### src/rtl/i2c_slv_pkg.sv
package i2c_slv_pkg;

    typedef enum logic [3:0] {
        ST_IDLE,
        ST_DEV_ADDR,
        ST_DEV_ACK,
        ST_SUB_ADDR,
        ST_SUB_ACK,
        ST_WR_DATA,
        ST_WR_ACK,
        ST_RD_DATA,
        ST_RD_ACK,
        ST_IGNORE
    } slv_state_t;

    localparam int BYTE_W = 8;

endpackage

### src/rtl/i2c_line_sync.sv
module i2c_line_sync #(
    parameter int STAGES = 2
) (
    input  logic clk,
    input  logic rst_n,
    input  logic d,
    output logic q,
    output logic rise,
    output logic fall
);

    logic [STAGES-1:0] chain;
    logic              prev;

    // Idle bus level is high, so every stage resets to one.
    always_ff @(posedge clk or negedge rst_n) begin
        if (!rst_n) begin
            chain <= '1;
            prev  <= 1'b1;
        end else begin
            chain <= {chain[STAGES-2:0], d};
            prev  <= chain[STAGES-1];
        end
    end

    assign q    = chain[STAGES-1];
    assign rise = q & ~prev;
    assign fall = ~q & prev;

endmodule

### src/rtl/i2c_bus_events.sv
module i2c_bus_events (
    input  logic scl_q,
    input  logic sda_rise,
    input  logic sda_fall,
    output logic start_ev,
    output logic stop_ev
);

    // Data may only move while SCL is low; any SDA edge with SCL high is a framing condition.
    assign start_ev = scl_q & sda_fall;
    assign stop_ev  = scl_q & sda_rise;

endmodule

### src/rtl/i2c_slave_fsm.sv
module i2c_slave_fsm
    import i2c_slv_pkg::*;
#(
    parameter logic [5:0] DEV_ADDR_HI = 6'b001100,
    parameter int         PTR_W       = 7
) (
    input  logic              clk,
    input  logic              rst_n,
    input  logic              scl_rise,
    input  logic              scl_fall,
    input  logic              sda_s,
    input  logic              start_ev,
    input  logic              stop_ev,
    input  logic              strap,
    input  logic [BYTE_W-1:0] reg_rdata,
    output logic              sda_pull,
    output logic [PTR_W-1:0]  reg_addr,
    output logic [BYTE_W-1:0] reg_wdata,
    output logic              reg_we,
    output logic              reg_re
);

    localparam logic [2:0] LAST_BIT = 3'd7;

    slv_state_t        state, nxt;
    logic [BYTE_W-1:0] shreg;
    logic [BYTE_W-1:0] rx_byte;
    logic [2:0]        bit_cnt;
    logic              half;
    logic              rw;
    logic              inc;
    logic              oe_q;
    logic [PTR_W-1:0]  ptr;
    logic              rx_done;
    logic              addr_hit;

    assign rx_byte  = {shreg[BYTE_W-2:0], sda_s};
    assign rx_done  = scl_rise && (bit_cnt == LAST_BIT);
    assign addr_hit = (rx_byte[7:1] == {DEV_ADDR_HI, strap});

    // State register
    always_ff @(posedge clk or negedge rst_n) begin
        if (!rst_n) state <= ST_IDLE;
        else        state <= nxt;
    end

    // Next-state decode
    always_comb begin
        nxt = state;
        if (start_ev) begin
            nxt = ST_DEV_ADDR;
        end else if (stop_ev) begin
            nxt = ST_IDLE;
        end else begin
            unique case (state)
                ST_IDLE:     nxt = ST_IDLE;
                ST_DEV_ADDR: if (rx_done) nxt = addr_hit ? ST_DEV_ACK : ST_IGNORE;
                ST_DEV_ACK:  if (scl_fall && half) nxt = rw ? ST_RD_DATA : ST_SUB_ADDR;
                ST_SUB_ADDR: if (rx_done) nxt = ST_SUB_ACK;
                ST_SUB_ACK:  if (scl_fall && half) nxt = ST_WR_DATA;
                ST_WR_DATA:  if (rx_done) nxt = ST_WR_ACK;
                ST_WR_ACK:   if (scl_fall && half) nxt = ST_WR_DATA;
                ST_RD_DATA:  if (scl_fall && bit_cnt == LAST_BIT) nxt = ST_RD_ACK;
                ST_RD_ACK: begin
                    if (scl_rise && sda_s) nxt = ST_IGNORE;
                    else if (scl_fall)     nxt = ST_RD_DATA;
                end
                ST_IGNORE:   nxt = ST_IGNORE;
            endcase
        end
    end

    // Shift register, bit counter, pointer and SDA drive
    always_ff @(posedge clk or negedge rst_n) begin
        if (!rst_n) begin
            shreg   <= '0;
            bit_cnt <= '0;
            half    <= 1'b0;
            rw      <= 1'b0;
            inc     <= 1'b0;
            oe_q    <= 1'b0;
            ptr     <= '0;
        end else if (start_ev) begin
            bit_cnt <= '0;
            half    <= 1'b0;
            oe_q    <= 1'b0;
        end else if (stop_ev) begin
            half    <= 1'b0;
            oe_q    <= 1'b0;
        end else begin
            unique case (state)
                ST_DEV_ADDR, ST_SUB_ADDR, ST_WR_DATA: begin
                    if (scl_rise) begin
                        shreg   <= rx_byte;
                        bit_cnt <= bit_cnt + 3'd1;
                        half    <= 1'b0;
                        if (rx_done && state == ST_DEV_ADDR) rw <= rx_byte[0];
                        if (rx_done && state == ST_SUB_ADDR) begin
                            ptr <= rx_byte[PTR_W-1:0];
                            inc <= rx_byte[7];
                        end
                    end
                end
                ST_DEV_ACK, ST_SUB_ACK, ST_WR_ACK: begin
                    if (scl_fall) begin
                        if (!half) begin
                            oe_q <= 1'b1;
                            half <= 1'b1;
                        end else begin
                            half    <= 1'b0;
                            bit_cnt <= '0;
                            oe_q    <= 1'b0;
                            if (state == ST_WR_ACK) ptr <= ptr + PTR_W'(inc);
                            if (state == ST_DEV_ACK && rw) begin
                                shreg <= reg_rdata;
                                oe_q  <= ~reg_rdata[7];
                            end
                        end
                    end
                end
                ST_RD_DATA: begin
                    if (scl_fall) begin
                        if (bit_cnt == LAST_BIT) begin
                            oe_q    <= 1'b0;
                            bit_cnt <= '0;
                            ptr     <= ptr + PTR_W'(inc);
                        end else begin
                            bit_cnt <= bit_cnt + 3'd1;
                            oe_q    <= ~shreg[BYTE_W-2];
                            shreg   <= {shreg[BYTE_W-2:0], 1'b0};
                        end
                    end
                end
                ST_RD_ACK: begin
                    if (scl_fall) begin
                        shreg   <= reg_rdata;
                        oe_q    <= ~reg_rdata[7];
                        bit_cnt <= '0;
                    end
                end
                ST_IDLE, ST_IGNORE: oe_q <= 1'b0;
            endcase
        end
    end

    // Outputs
    always_comb begin
        sda_pull  = oe_q;
        reg_addr  = ptr;
        reg_wdata = shreg;
        reg_we    = scl_fall && (state == ST_WR_ACK) && !half;
        reg_re    = scl_fall && ((state == ST_DEV_ACK && half && rw) || state == ST_RD_ACK);
    end

endmodule

### src/rtl/i2c_reg_slave.sv
module i2c_reg_slave
    import i2c_slv_pkg::*;
#(
    parameter logic [5:0] DEV_ADDR_HI = 6'b001100,
    parameter int         PTR_W       = 7,
    parameter int         SYNC_STAGES = 2
) (
    input  logic              clk,
    input  logic              rst_n,
    input  logic              scl_i,
    input  logic              sda_i,
    output logic              sda_pull,
    input  logic              addr_strap,
    output logic [PTR_W-1:0]  reg_addr,
    output logic [BYTE_W-1:0] reg_wdata,
    output logic              reg_we,
    input  logic [BYTE_W-1:0] reg_rdata,
    output logic              reg_re
);

    logic scl_q, scl_rise, scl_fall;
    logic sda_q, sda_rise, sda_fall;
    logic start_ev, stop_ev;

    i2c_line_sync #(.STAGES(SYNC_STAGES)) u_scl_sync (
        .clk  (clk),
        .rst_n(rst_n),
        .d    (scl_i),
        .q    (scl_q),
        .rise (scl_rise),
        .fall (scl_fall)
    );

    i2c_line_sync #(.STAGES(SYNC_STAGES)) u_sda_sync (
        .clk  (clk),
        .rst_n(rst_n),
        .d    (sda_i),
        .q    (sda_q),
        .rise (sda_rise),
        .fall (sda_fall)
    );

    i2c_bus_events u_events (
        .scl_q   (scl_q),
        .sda_rise(sda_rise),
        .sda_fall(sda_fall),
        .start_ev(start_ev),
        .stop_ev (stop_ev)
    );

    i2c_slave_fsm #(
        .DEV_ADDR_HI(DEV_ADDR_HI),
        .PTR_W      (PTR_W)
    ) u_fsm (
        .clk      (clk),
        .rst_n    (rst_n),
        .scl_rise (scl_rise),
        .scl_fall (scl_fall),
        .sda_s    (sda_q),
        .start_ev (start_ev),
        .stop_ev  (stop_ev),
        .strap    (addr_strap),
        .reg_rdata(reg_rdata),
        .sda_pull (sda_pull),
        .reg_addr (reg_addr),
        .reg_wdata(reg_wdata),
        .reg_we   (reg_we),
        .reg_re   (reg_re)
    );

endmodule

### config.mk
export PLATFORM = sky130hd
export DESIGN_NAME = i2c_reg_slave
export DESIGN_NICKNAME = d
export VERILOG_FILES = /design/src/rtl/i2c_slv_pkg.sv /design/src/rtl/i2c_line_sync.sv /design/src/rtl/i2c_bus_events.sv /design/src/rtl/i2c_slave_fsm.sv /design/src/rtl/i2c_reg_slave.sv
export SDC_FILE = /design/constraint.sdc
export NUM_CORES = 1
export LEC_CHECK = 0
export ABC_AREA = 1
export ABC_CLOCK_PERIOD_IN_PS = 2600
export BUFFER_PORTS_ARGS = -buffer_cell sky130_fd_sc_hd__buf_2
export CAP_MARGIN = 20
export CORE_MARGIN = 2
export CORE_UTILIZATION = 55
export CTS_BUF_LIST = sky130_fd_sc_hd__clkbuf_4
export DETAILED_ROUTE_END_ITERATION = 10
export PLACE_DENSITY = 0.76
export SLEW_MARGIN = 5
export SYNTH_ARGS = -nofsm -noshare
export SYNTH_HDL_FRONTEND = slang
export SYNTH_SLANG_ARGS = --single-unit
export TNS_END_PERCENT = 10
### constraint.sdc
create_clock -name clk -period 2.6 [get_ports clk]
set_clock_uncertainty 0.05 [all_clocks]
set_input_delay 0.52 -clock clk [delete_from_list [all_inputs] [get_ports clk]]
set_output_delay 0.52 -clock clk [all_outputs]
set_load 0.005 [all_outputs]
=== Yosys cells after proc, flatten, opt, wreduce, memory -nomap -nowiden ===
Cells that the tools add are included.

* Bits in registers: 32
* Input port bits: 13
* Output and inout bits: 18
* Logic and storage cells: 151

* Add/subtract/negate cells: 2
* Eq/ne operators: 38
* Muxes and demuxes: 53
* Bitwise operators: 14
* Reductions and logical operators: 32

{| class="wikitable"
|+ Operator list
! cell !! number
|-
| $mux W8 || 7
|-
| $mux W7 || 7
|-
| $mux W4 || 11
|-
| $ne A4 B3 Y1 const B || 9
|-
| $pmux W4 S9 || 1
|-
| $pmux W8 S4 || 1
|-
| $mux W3 || 9
|-
| $pmux W7 S3 || 1
|-
| $reduce_and A10 Y1 || 2
|-
| $ne A2 B1 Y1 const B || 9
|-
| $eq A4 B3 Y1 const B || 4
|-
| $ne A3 B2 Y1 const B || 5
|-
| $reduce_and A7 Y1 || 2
|-
| $mux W1 || 13
|-
| $logic_and A1 B1 Y1 || 12
|-
| $pmux W3 S4 || 1
|-
| $reduce_and A5 Y1 || 2
|-
| $eq A4 B2 Y1 const B || 2
|-
| $eq A4 B4 Y1 const B || 2
|-
| $not A1 Y1 || 8
|-
| $reduce_bool A4 Y1 || 2
|-
| $add A7 B1 Y7 || 1
|-
| $eq A7 B5 Y1 || 1
|-
| $and A1 B1 Y1 || 6
|-
| 18 further kinds || 21
|}

=== Depth between registers and ports, before layout ===
* Word-level depth: 8
* Gate-level depth with buffers: 12
* Gate-level depth less buffers: 12

=== Hierarchy ===
A second synthesis with hierarchy kept.

* Cells, all modules: 351
* Area total of the unflattened synthesis: 2,254.7 um^2

{| class="wikitable"
|+ Modules (own cells, without submodules)
! module !! times used !! cells each !! area each (um^2) !! sequential area each (um^2)
|-
| i2c_slave_fsm || 1 || 333 || 2,052.0 || 650.6
|-
| i2c_line_sync || 2 || 7 || 93.8 || 78.8
|-
| i2c_bus_events || 1 || 4 || 15.0 || 0.0
|}

=== Worst setup path before layout ===
OpenSTA, ideal clock, no wires.

* Kind: flip-flop to output port
* From: register u_fsm.state[2]
* To: output port reg_re
* Data arrival time: 1.152 ns
* Data required time: 2.030 ns
* Setup slack: 0.878 ns
* Stages on the path, launching flop included: 6
* Path buffers: 0
* Path through: dfrtp_1 nor2_1 nand3_2 nor2_1 nand2_1 a21oi_1

* Cells in the longest elaborated chain, start to end: 5
* Elaborated cells on any way between the ends: 6
* Those cells by class: eq/ne: 2; reduce/logical: 4

{| class="wikitable"
|+ RTL lines
! element !! RTL line !! text
|-
| start, declared || i2c_slave_fsm.sv:25 || <nowiki>slv_state_t state, nxt;</nowiki>
|-
| start signal, assigned || i2c_slave_fsm.sv:44 || <nowiki>else state <= nxt;</nowiki>
|-
| $eq A4 B2 Y1 || i2c_slave_fsm.sv:152 || <nowiki>reg_re = scl_fall && ((state == ST_DEV_ACK && half && rw) || state == ST_RD_ACK);</nowiki>
|-
| $logic_and A1 B1 Y1 (2 in a row) || i2c_slave_fsm.sv:152 ||
|-
| $logic_or A1 B1 Y1 (*) || i2c_slave_fsm.sv:152 ||
|-
| $logic_and A1 B1 Y1 (*) || i2c_slave_fsm.sv:152 ||
|-
| end, declared || i2c_reg_slave.sv:18 || <nowiki>output logic reg_re</nowiki>
|}

Mark *: on every way between the ends. The rest lies on a longest branch, timed or not.

=== Worst setup path in the final report ===
Ends and elaborated chain as after synthesis.

==> flow_summary.yaml <==
final_layout:
  syn_to_final_growth_pct: 10.7
  fin_nets: 349
  drive_gt1_share_pct: 22.8
  fin_cells: 381
  diodes: 0
  design_area_mm2: 0.00240
grt:
  use_met2_pct: 40.3
  track_usage_pct: 25.2
  grt.busiest_layer: "met2"
  overflow: 0
  antenna_found_initial: 0
  grt_max_degree: 33
  first_global_vias: 1858
  grt_pass1_wl_um: 8360
  grt.met3_usage_pct: 5.07
  global_route.usage.met1_pct: 33.6
drt:
  drt_wl_total_um: 4890
  drc: 0
  drt_pre_antenna_iters: 4
  vias: 2007
  wl_per_cell_um: 12.8
  drtIter0Drc: 153
  final_antenna_net_count: 0
  via_per_inst: 5.27
worst_setup_path:
  crit_path_max_incr_delay_ns: 0.50
  cp_top_family: "simple AND/OR/NAND/NOR gates"
  path_buf_inv: 1
  setup.worst_path.end_class: "output pin"
  crit-reg2reg-launch: "u_sda_sync.chain[1]$_DFF_PN1_"
  required_ns: 2.03
  cpMostUsedCell: "nor2_1"
  worst_path_max_delay_cell: "dfrtp_1"
  crit_type: "reg -> out"
  crit_fanout: 7
  crit_chain: "nor2_1, nand3_2, nor2_1, nand2_1, a21oi_1, buf_2"
  cp.arrival_ns: 1.75
  start_kind: "register"
  startpoint: "u_fsm.state[2]$_DFFE_PN0P_"
synthesis:
  synth_common_cells: "nand2_1, inv_1, dfrtp_1"
  yosys.area.top_type: "dfrtp_1"
  syn_nets: 317
  syn-cell-area_mm2: 0.00217
  synth_top_area_share_pct: 30.0
  synth_warnings: 0
  yosys_register_bits: 32
  synthDistinctLibCells: 30
  synth-edff-count: 0
  synthArstFlopShare_pct: 100
  synthCells: 300
  ys.flop_type: "dfrtp_1"
  ys_seq_area_share_pct: 37.3
  synth_most_common_cell: "nand2_1"
  synth.avg_cell_area_um2: 7.23
  yosys-top-cells-area: "dfrtp_1, nand2_1, dfstp_2"
die:
  num_io_pins: 31
  core_area_mm2: 0.00372
  core.rowCount: 22
  die_area_mm2: 0.00446
  die_h_um: 66.8
  fp.dieW_um: 66.8
  initial_core_util_pct: 58.4
power_and_ir_drop:
  ir_drop_mv: 0.530
  finalPower_mw: 2.52
  sw_frac_of_total_pct: 46.8
  power.internal_mw: 1.34
  p_leak_nw: 1.29
  power.share.sequential_pct: 32.6
  powerDensity_mw_per_mm2: 1050
  pwr-share-comb_pct: 53.1
  p_switching_mw: 1.18
  clkPwrFrac_pct: 14.2
sta:
  finalSetupTns_ns: 0
  rsz0062_at_grt: "false"
  hold_viol: 0
  fin_crit_ns: 2.32
  fmax_mhz: 431
  slew_viol_final: 0
  setup_viol: 0
  fin_crit_sh_pct: 89.1
  timing.slew.headroom_pct: 52.8
  worst_pin_slew_ns: 0.708
clocking:
  clk_latency_ns: 0.32
  cts_made_buffers: 5
  cts_tree: "built"
  clk_pin_slew_worst_paths_ns: 0.10
  cts_htree_levels: 2
  cts_resized: 0
  clk_path_buf_depth: 2
  clock-sinks: 32
  root_buffer: "clkbuf_4"
  cts_setup_buffers: 0
  cts_hold_buf: 0
run:
  drv_cap: 0
placed_design:
  dpl.cell_count: 373
  hpwl_um: 3810
  numPortBuffers: 30
  place_congestion: 0.938
  placed_area_mm2: 0.00233
outcome:
  run_status: "complete, no violations"
worst_hold_path:
  hp-class: "in -> async"
stage by stage:
stage / setup WS [ns] / utilization (%) / hold slack (ns)
floorplan: 0.878 / - / 0.174
global placement: 0.451 / 62.6 / 0.297
detailed placement: 0.444 / 62.6 / 0.297
CTS: 0.268 / 64.6 / 0.186
global route: 0.0955 / 64.6 / 0.200
finish: 0.282 / 64.6 / 0.186
sequential cells by signal, indices dropped and copies added (netlist names):
name / cells
u_fsm.reg_wdata: 8
u_fsm.reg_addr: 7
u_fsm.state: 4
u_fsm.bit_cnt: 3
u_scl_sync.chain: 2
u_sda_sync.chain: 2
u_fsm.half: 1
u_fsm.inc: 1
u_fsm.rw: 1
u_fsm.sda_pull: 1
u_scl_sync.prev: 1
u_sda_sync.prev: 1
power by group through the flow:
| stage | logic (mW) | registers, mW | clock network, mW |
|---|---|---|---|
| after global placement | 1.33 | 0.825 | 0 |
| after global routing | 1.53 | 0.843 | 0.397 |
| final | 1.34 | 0.822 | 0.359 |
| after detailed placement | 1.33 | 0.829 | 0 |
| after floorplan | 1.06 | 0.796 | 0 |
| after CTS | 1.34 | 0.819 | 0.376 |
metal layers:
metal / part of all wire [%] / vias up
met1: 46 / 898
li1: - / 1026
met3: 6.0 / 6
met5: 0 / -
met2: 46 / 77
met4: 1.5 / 0
layout by cell type (no fill, tap or decap):
master	Yosys	final
a21oi_1	9	9
nor2_2	2	2
buf_2	0	30
xnor2_1	2	2
o21ai_1	4	4
nand3_2	3	3
or2_2	2	2
clkbuf_4	0	5
o211ai_4	1	1
nand4_1	5	5
nand2_1	105	105
o21a_1	2	2
nor4_1	1	1
o211ai_1	1	1
dfrtp_1	26	26
nand2_2	7	7
o21ai_0	18	18
ha_1	4	4
inv_2	4	4
bufinv_16	0	1
nand2_4	2	2
nand3b_1	1	1
xor2_1	4	4
dfstp_2	6	6
nor2_4	6	6
clkinv_1	0	2
nor3_1	4	4
nor2_1	24	24
o21ai_2	7	7
nand3_1	16	16
inv_1	28	28
o22ai_1	1	1
final cells by class:
cell class	count	area, µm²
fillers	348	1320
repair buffers	30	150
clock buffers	5	37.5
inverters	32	120
multi-input cells	231	1190
clock inverters	3	37.5
well taps	48	60.1
flip-flops and latches	32	808
worst reg2reg max path, delay by kind of cell, from the launching register on:
kind / cells / cell delay, ns
buffers and inverters: 3 / 0.43
AO/OA/AOI/OAI: 1 / 0.11
flip-flops: 1 / 0.54
AND/OR/NAND/NOR: 7 / 0.97
cell families (layout without fill, tap and decap cells):
| kind of cell | Yosys count | in the layout | share of synthesized area (%) |
|---|---|---|---|
| AO/OA/AOI/OAI | 43 | 43 | 12.3 |
| XOR/XNOR | 6 | 6 | 2.42 |
| adder cells (fa/ha/maj) | 4 | 4 | 2.31 |
| buffers and inverters | 37 | 70 | 7.96 |
| flip-flops | 32 | 32 | 37.3 |
| AND/OR/NAND/NOR | 178 | 178 | 37.7 |
worst paths after layout:
check                                            endpoint  slack (ns)  cells after the start
setup reg to reg           u_fsm.reg_wdata[3]$_DFFE_PN0P_        0.41                     11
max in group asynchronous          u_fsm.half$_DFFE_PN0P_        1.86                      1
setup / recovery                                   reg_re        0.28                      6
hold reg to reg             u_scl_sync.chain[1]$_DFF_PN1_        0.31                      0
min in group clk            u_sda_sync.chain[0]$_DFF_PN1_        0.23                      1
hold / removal             u_fsm.reg_wdata[7]$_DFFE_PN0P_        0.19                      1
Note: power is estimated with default switching activity, not from simulation.
